--- config.mk ---
export PLATFORM = sky130hd
export DESIGN_NAME = idx_write_steer
export DESIGN_NICKNAME = d
export VERILOG_FILES = /design/src/rtl/iws_pkg.sv /design/src/rtl/iws_ctrl.sv /design/src/rtl/iws_path.sv /design/src/rtl/idx_write_steer.sv
export SDC_FILE = /design/constraint.sdc
export NUM_CORES = 1
export LEC_CHECK = 0
export BUFFER_PORTS_ARGS = -buffer_cell sky130_fd_sc_hd__buf_2
export CAP_MARGIN = 5
export CORE_MARGIN = 2
export CORE_UTILIZATION = 49
export CTS_BUF_LIST = sky130_fd_sc_hd__clkbuf_4
export DETAILED_ROUTE_END_ITERATION = 10
export PLACE_DENSITY = 0.82
export SYNTH_ARGS = -nofsm -noshare
export SYNTH_HDL_FRONTEND = slang
export SYNTH_SLANG_ARGS = --single-unit
--- constraint.sdc ---
create_clock -name clk -period 1.6 [get_ports clk]
set_input_delay 0.16 -clock clk [delete_from_list [all_inputs] [get_ports clk]]
set_output_delay 0.16 -clock clk [all_outputs]
set_load 0.02 [all_outputs]
--- src/rtl/iws_pkg.sv ---
package iws_pkg;

  typedef enum logic [1:0] {
    PORT_ATTR     = 2'b00,
    PORT_PAL_IDX  = 2'b01,
    PORT_PAL_DATA = 2'b10,
    PORT_NONE     = 2'b11
  } port_e;

  // per-pipeline strobes from control to datapath
  typedef struct packed {
    logic attrIdxLd;
    logic attrDataWe;
    logic palIdxLd;
    logic palDataWe;
  } strobe_t;

endpackage

--- src/rtl/iws_ctrl.sv ---
module iws_ctrl #(
  parameter int NPIPE = 2
) (
  input  logic                         clk,
  input  logic                         rstN,
  input  logic                         steerWe,
  input  logic [NPIPE-1:0]             steerIn,
  input  logic [NPIPE-1:0]             lock,
  input  logic                         wrStb,
  input  logic [1:0]                   portSel,
  input  logic [NPIPE-1:0]             statRd,
  output iws_pkg::strobe_t [NPIPE-1:0] stb,
  output logic [NPIPE-1:0]             phase
);
  import iws_pkg::*;

  port_e            sel;
  logic [NPIPE-1:0] steerQ;
  logic [NPIPE-1:0] ffQ;
  logic [NPIPE-1:0] ffNext;
  logic [NPIPE-1:0] phaseInt;
  logic [NPIPE-1:0] attrWr;
  logic [NPIPE-1:0] clr;
  logic             statHit;

  assign sel = port_e'(portSel);

  // steering register: one enable bit per pipeline
  always_ff @(posedge clk or negedge rstN) begin
    if (!rstN)        steerQ <= '0;
    else if (steerWe) steerQ <= steerIn;
  end

  // a status read counts only when it targets an enabled pipeline
  assign statHit = |(statRd & steerQ);

  for (genvar p = 0; p < NPIPE; p++) begin : g_pipe
    assign phaseInt[p] = ffQ[p] & ~lock[p];
    assign attrWr[p]   = wrStb & steerQ[p] & (sel == PORT_ATTR);
    assign clr[p]      = steerQ[p] & statHit;

    assign stb[p].attrIdxLd  = attrWr[p] & ~phaseInt[p];
    assign stb[p].attrDataWe = attrWr[p] &  phaseInt[p];
    assign stb[p].palIdxLd   = wrStb & steerQ[p] & (sel == PORT_PAL_IDX);
    assign stb[p].palDataWe  = wrStb & steerQ[p] & (sel == PORT_PAL_DATA);
  end

  // phase update: status-read clear wins over the toggle
  always_comb begin
    ffNext = ffQ;
    for (int p = 0; p < NPIPE; p++) begin
      if (clr[p])         ffNext[p] = 1'b0;
      else if (attrWr[p]) ffNext[p] = ~lock[p] & ~phaseInt[p];
    end
  end

  always_ff @(posedge clk or negedge rstN) begin
    if (!rstN) ffQ <= '0;
    else       ffQ <= ffNext;
  end

  assign phase = phaseInt;

endmodule

--- src/rtl/iws_path.sv ---
module iws_path #(
  parameter int AW = 5,
  parameter int PW = 8,
  parameter int DW = 8
) (
  input  logic             clk,
  input  logic             rstN,
  input  iws_pkg::strobe_t stb,
  input  logic [DW-1:0]    wrData,
  output logic             attrWe,
  output logic [AW-1:0]    attrAddr,
  output logic [DW-1:0]    attrData,
  output logic             palWe,
  output logic [PW-1:0]    palAddr,
  output logic [DW-1:0]    palData
);

  logic [AW-1:0] attrIdxQ;
  logic [PW-1:0] palIdxQ;

  always_ff @(posedge clk or negedge rstN) begin
    if (!rstN)              attrIdxQ <= '0;
    else if (stb.attrIdxLd) attrIdxQ <= wrData[AW-1:0];
  end

  always_ff @(posedge clk or negedge rstN) begin
    if (!rstN)              palIdxQ <= '0;
    else if (stb.palIdxLd)  palIdxQ <= wrData[PW-1:0];
    else if (stb.palDataWe) palIdxQ <= palIdxQ + 1'b1;
  end

  assign attrWe   = stb.attrDataWe;
  assign attrAddr = attrIdxQ;
  assign attrData = wrData;
  assign palWe    = stb.palDataWe;
  assign palAddr  = palIdxQ;
  assign palData  = wrData;

endmodule

--- src/rtl/idx_write_steer.sv ---
module idx_write_steer #(
  parameter int AW = 5,
  parameter int PW = 8,
  parameter int DW = 8
) (
  input  logic          clk,
  input  logic          rstN,
  input  logic          steerWe,
  input  logic [1:0]    steerIn,
  input  logic          lockA,
  input  logic          lockB,
  input  logic          wrStb,
  input  logic [1:0]    portSel,
  input  logic [DW-1:0] wrData,
  input  logic          statRdA,
  input  logic          statRdB,
  output logic          attrWeA,
  output logic [AW-1:0] attrAddrA,
  output logic [DW-1:0] attrDataA,
  output logic          palWeA,
  output logic [PW-1:0] palAddrA,
  output logic [DW-1:0] palDataA,
  output logic          phaseA,
  output logic          attrWeB,
  output logic [AW-1:0] attrAddrB,
  output logic [DW-1:0] attrDataB,
  output logic          palWeB,
  output logic [PW-1:0] palAddrB,
  output logic [DW-1:0] palDataB,
  output logic          phaseB
);
  localparam int NPIPE = 2;

  iws_pkg::strobe_t [NPIPE-1:0] stb;
  logic [NPIPE-1:0]             phase;
  logic [NPIPE-1:0]             attrWe;
  logic [NPIPE-1:0]             palWe;
  logic [AW-1:0]                attrAddr [NPIPE];
  logic [DW-1:0]                attrData [NPIPE];
  logic [PW-1:0]                palAddr  [NPIPE];
  logic [DW-1:0]                palData  [NPIPE];

  iws_ctrl #(.NPIPE(NPIPE)) u_ctrl (
    .clk     (clk),
    .rstN    (rstN),
    .steerWe (steerWe),
    .steerIn (steerIn),
    .lock    ({lockB, lockA}),
    .wrStb   (wrStb),
    .portSel (portSel),
    .statRd  ({statRdB, statRdA}),
    .stb     (stb),
    .phase   (phase)
  );

  for (genvar p = 0; p < NPIPE; p++) begin : g_path
    iws_path #(.AW(AW), .PW(PW), .DW(DW)) u_path (
      .clk      (clk),
      .rstN     (rstN),
      .stb      (stb[p]),
      .wrData   (wrData),
      .attrWe   (attrWe[p]),
      .attrAddr (attrAddr[p]),
      .attrData (attrData[p]),
      .palWe    (palWe[p]),
      .palAddr  (palAddr[p]),
      .palData  (palData[p])
    );
  end

  assign attrWeA   = attrWe[0];
  assign attrAddrA = attrAddr[0];
  assign attrDataA = attrData[0];
  assign palWeA    = palWe[0];
  assign palAddrA  = palAddr[0];
  assign palDataA  = palData[0];
  assign phaseA    = phase[0];
  assign attrWeB   = attrWe[1];
  assign attrAddrB = attrAddr[1];
  assign attrDataB = attrData[1];
  assign palWeB    = palWe[1];
  assign palAddrB  = palAddr[1];
  assign palDataB  = palData[1];
  assign phaseB    = phase[1];

endmodule

-- Yosys cells after proc, flatten, opt, wreduce, memory -nomap -nowiden
Index checks and enable logic that the tools add are counted.
- add/subtract/negate cells: 2
- equality and inequality tests: 2
- reduce and logical (&&, ||, !) cells: 6
- multiplexer cells: 8
- bitwise operators: 23
- operators by type and width (kind ; count):
    2-to-1 mux 8 bit ; 4
    bitwise AND 1 bit ; 18
    adder 8 x 1 -> 8 bit, second input constant ; 2
    nonzero test 2 bit ; 4
    2-to-1 mux 1 bit ; 4
    NOT 1 bit ; 4
    bitwise AND 2 bit ; 1
    equality test 2 x 1 -> 1 bit, second input constant ; 1
    equality test 2 bit, second input constant ; 1
    zero test 2 bit ; 1
    OR reduction 2 bit ; 1
- output and inout port bits: 64
- logic and storage cells: 48
- flip-flop bits (word level): 30
- input port bits: 20

-- Longest topological paths before layout
- depth after elaboration: 6
- depth in mapped cells: 6

-- Cells and area by module
From an unflattened synthesis, not the netlist that was laid out.
- cell total of the unflattened synthesis: 184
- area, all modules: 1799.2 um^2
- by module, submodules not included (module ; cells an instance ; area each (um^2) ; sequential area each (um^2) ; times used):
    iws_path ; 77 ; 767.0 ; 325.3 ; 2
    iws_ctrl ; 30 ; 265.3 ; 100.1 ; 1

-- Least setup slack after synthesis
No wires, ideal clock.
- path kind: flip-flop to output port
- start: register u_ctrl.steerQ[1]
- end: output attrWeB
- stages on the path, launching flop included: 3
- required time: 1.440 ns
- slack: 0.200 ns
- path buffers: 0
- arrival time: 1.240 ns
- cell sequence: dfrtp_1 nand2_2 nor4_1
- cells in the longest elaborated chain, start to end: 3
- ends and longest elaborated chain (what ; line ; source):
    start, declared ; iws_ctrl.sv:18 ; logic [NPIPE-1:0] steerQ;
    start signal, assigned ; iws_ctrl.sv:31 ; else if (steerWe) steerQ <= steerIn;
    bitwise AND 1 bit (2 in series) ; iws_ctrl.sv:39 ; assign attrWr[p] = wrStb & steerQ[p] & (sel == PORT_ATTR);
    bitwise AND 1 bit ; iws_ctrl.sv:43 ; assign stb[p].attrDataWe = attrWr[p] & phaseInt[p];
    end, declared ; idx_write_steer.sv:24 ; output logic attrWeB,
No other way between the ends.

-- Final worst setup path
- start: register u_ctrl.steerQ[0]
- end: output attrWeA
- cells in the longest elaborated chain, start to end: 3
- ends and longest elaborated chain (what ; line ; source):
    bitwise AND 1 bit (2 in series) ; iws_ctrl.sv:39 ;
    bitwise AND 1 bit ; iws_ctrl.sv:43 ;
    end, declared ; idx_write_steer.sv:17 ; output logic attrWeA,
No other way between the ends.

==> flow_summary.json <==
{
  "status": "completed",
  "cp_slowest_cell": "dfrtp_2",
  "grt_overflow_total": 0,
  "coreArea_um2": 3690,
  "synth_top_area_cell": "dfrtp_1",
  "ant_nets": 0,
  "die_h_um": 66.3,
  "cp_max_fo": 6,
  "yosysWarnings": 0,
  "ys_async_sr_fraction_pct": 100,
  "gr-max-usage-layer": "met2",
  "synth_top_family_by_area": "simple AND/OR/NAND/NOR gates",
  "crit_path_cell_trace": "nand2_2, nor4_1, buf_2",
  "synth_compound_area_share_pct": 13.5,
  "vdd_drop_max_mv": 0.665,
  "finalSetupTns_ns": 0,
  "netlist_area_um2": 1900,
  "relSlewSlack_pct": 55.2,
  "syn_to_final_growth_pct": 14.0,
  "path_clk_slew_ns": 0.10,
  "synth.avg_cell_area_um2": 10.4,
  "antenna_found_initial": 0,
  "use_met2_pct": 32.6,
  "startpoint_type": "flop",
  "met1_usage_pct": 26.6,
  "critical_path_class": "reg2out",
  "hold_violations": 0,
  "setup_viol": 0,
  "synth_xor_area_share_pct": 0,
  "crit_arrival_ns": 1.33,
  "cts_max_level": 2,
  "clock_skew_ns": 0.00423,
  "cp_slowest_stage_delay_ns": 0.44,
  "synth_ff_type": "dfrtp_1",
  "start_util_pct": 51.6,
  "post_drt_wl_per_cell_um": 14.6,
  "period_needed_ns": 1.49,
  "synth-simple-area-share_pct": 19.6,
  "insertion_delay_ns": 0.33,
  "io_buffers": 83,
  "clock-root-buffer": "clkbuf_4",
  "ys_seq_elements": 30,
  "grt_max_degree": 31,
  "rsz0062_at_grt": "false",
  "synth.top_cells.by_count": "33 x buf_4, 30 x dfrtp_1, 19 x nand2_1, 10 x mux2_4, 8 x nor2_1",
  "fin_crit_sh_pct": 93.0,
  "die_area_um2": 4400,
  "synth_fa_ha_area_share_pct": 1.32,
  "yosysSeqAreaShare_pct": 39.5,
  "vias": 1556,
  "track_usage_pct": 20.4,
  "p_total_mw": 2.48,
  "ys_top_cells_by_area": "dfrtp_1 39%, buf_4 13%, mux2_4 7.9%",
  "synthesis.instances": 182,
  "max_freq_mhz": 672,
  "grt_pass1_vias": 1390,
  "nNetsFinal": 259,
  "min_path_type": "in2reg",
  "synth_cell_types": 38,
  "critical-path-top-delay-family": "flip-flops",
  "die_w_um": 66.3,
  "wirelength_mm": 4.17,
  "timing.max_cap.violations": 0,
  "drv_slew": 0,
  "synthesis.nets": 204,
  "dp_slack_ns": 0.120,
  "synth_top_area_share_pct": 39.5,
  "powerDensity_nw_per_um2": 1140,
  "first_pass_iters": 4,
  "grt_pass1_wl_mm": 6.73,
  "place_area_um2": 2100,
  "worstMarginPinSlew_ns": 0.672,
  "cts_tree": "yes",
  "use_met3_pct": 6.47,
  "filler_cell_count": 346,
  "synthMuxAreaShare_pct": 10.1,
  "drtIter0Drc": 120,
  "gp_congestion": 0.852,
  "cp-end-kind": "primary output",
  "via_per_inst": 5.44,
  "p_leak_nw": 1.15,
  "rows": 22,
  "clock_sinks": 30,
  "setup_ws_ns": 0.113,
  "hpwl_mm": 3.10,
  "cts_made_buffers": 5,
  "cp.required_ns": 1.44,
  "synth_most_common_cell": "buf_4",
  "drcViolationCount": 0,
  "final_cell_area_um2": 2170,
  "io_pins": 84,
  "synth_edf_count": 0,
  "crit_buf_inv": 1,
  "cts_buffer_depth": 2,
  "drive_above_1_share_pct": 49.6,
  "n_antenna_cell": 0
}
==> stage by stage <==
step                      instances  utilization, %  hold slack (ns)
final                           286            58.8           0.0565
after global routing            286            58.8           0.0414
after CTS                       286            58.7           0.0472
after detailed placement        277            57.0            0.239
after global placement          277            57.0            0.238
after floorplan                 182               -           -0.136
==> layout make-up <==
type	count	area [µm²]	share of cell area (%)
sequential	30	753	34.7
multi-input combinational	110	847	39.1
clock inverter	3	16.3	0.750
timing repair buffer	84	425	19.6
tap	48	60.1	2.77
inverter	6	28.8	1.33
clock buffer	5	37.5	1.73
==> worst paths after layout <==
path / startpoint / endpoint / slack [ns] / depth (start not counted)
max: u_ctrl.steerQ[0] / attrWeA / 0.11 / 3
min: steerIn[1] / u_ctrl.steerQ[1] / 0.06 / 2
max reg2reg: u_ctrl.steerQ[0] / g_path[0].u_path.palAddr[4] / 0.20 / 4
min reg2reg: g_path[0].u_path.attrAddr[2] / g_path[0].u_path.attrAddr[2] / 0.51 / 1
max in group asynchronous: rstN / u_ctrl.steerQ[1] / 0.74 / 2
min in group asynchronous: rstN / g_path[1].u_path.attrAddr[0] / 0.39 / 2
==> per-layer routing <==
| layer | wire length [µm] | vias to the layer above | part of all wire (%) |
|---|---|---|---|
| met5 | 0 | - | 0 |
| met4 | 44 | 0 | 1.1 |
| met3 | 296 | 5 | 7.1 |
| met2 | 2000 | 61 | 48 |
| met1 | 1830 | 750 | 44 |
| li1 | - | 740 | - |
==> state kept, by name (all words and copies together), names as in the netlist <==
signal / count
g_path.u_path.palAddr: 16
g_path.u_path.attrAddr: 10
u_ctrl.ffQ: 2
u_ctrl.steerQ: 2
==> layout by cell type, fill, tap and decap left out, types with 4 or more instances in the layout <==
cell      instances
dfrtp_1          28
mux2_4           10
o21ai_1           5
buf_2            83
inv_1             4
nand2_1          19
clkbuf_4          5
o21ai_0           5
nor2_1            8
o311ai_1          6
nand3_1           6
a31oi_1           4
and3_1            4
==> cells by family after synthesis <==
group	count (synthesis)
compound gates	36
fa+ha+maj	2
buf+inv	42
flops	30
mux	14
simple gates	58
==> power by group <==
part           internal, mW  leakage [nW]  switching [mW]
Combinational         0.371         0.746           0.551
Clock                 0.163        0.0286           0.275
Sequential            0.935         0.374           0.185
Total                  1.47          1.15            1.01
==> what timing repair did <==
item | in CTS | in global routing
setup endpoints to repair | 0 | 4
hold buffers | 1 | 0
setup buffers | 0 | 0
endpoints found under the hold margin | 30 | 0
resized for setup | 0 | 2
Power figures use the tool's default switching activity.
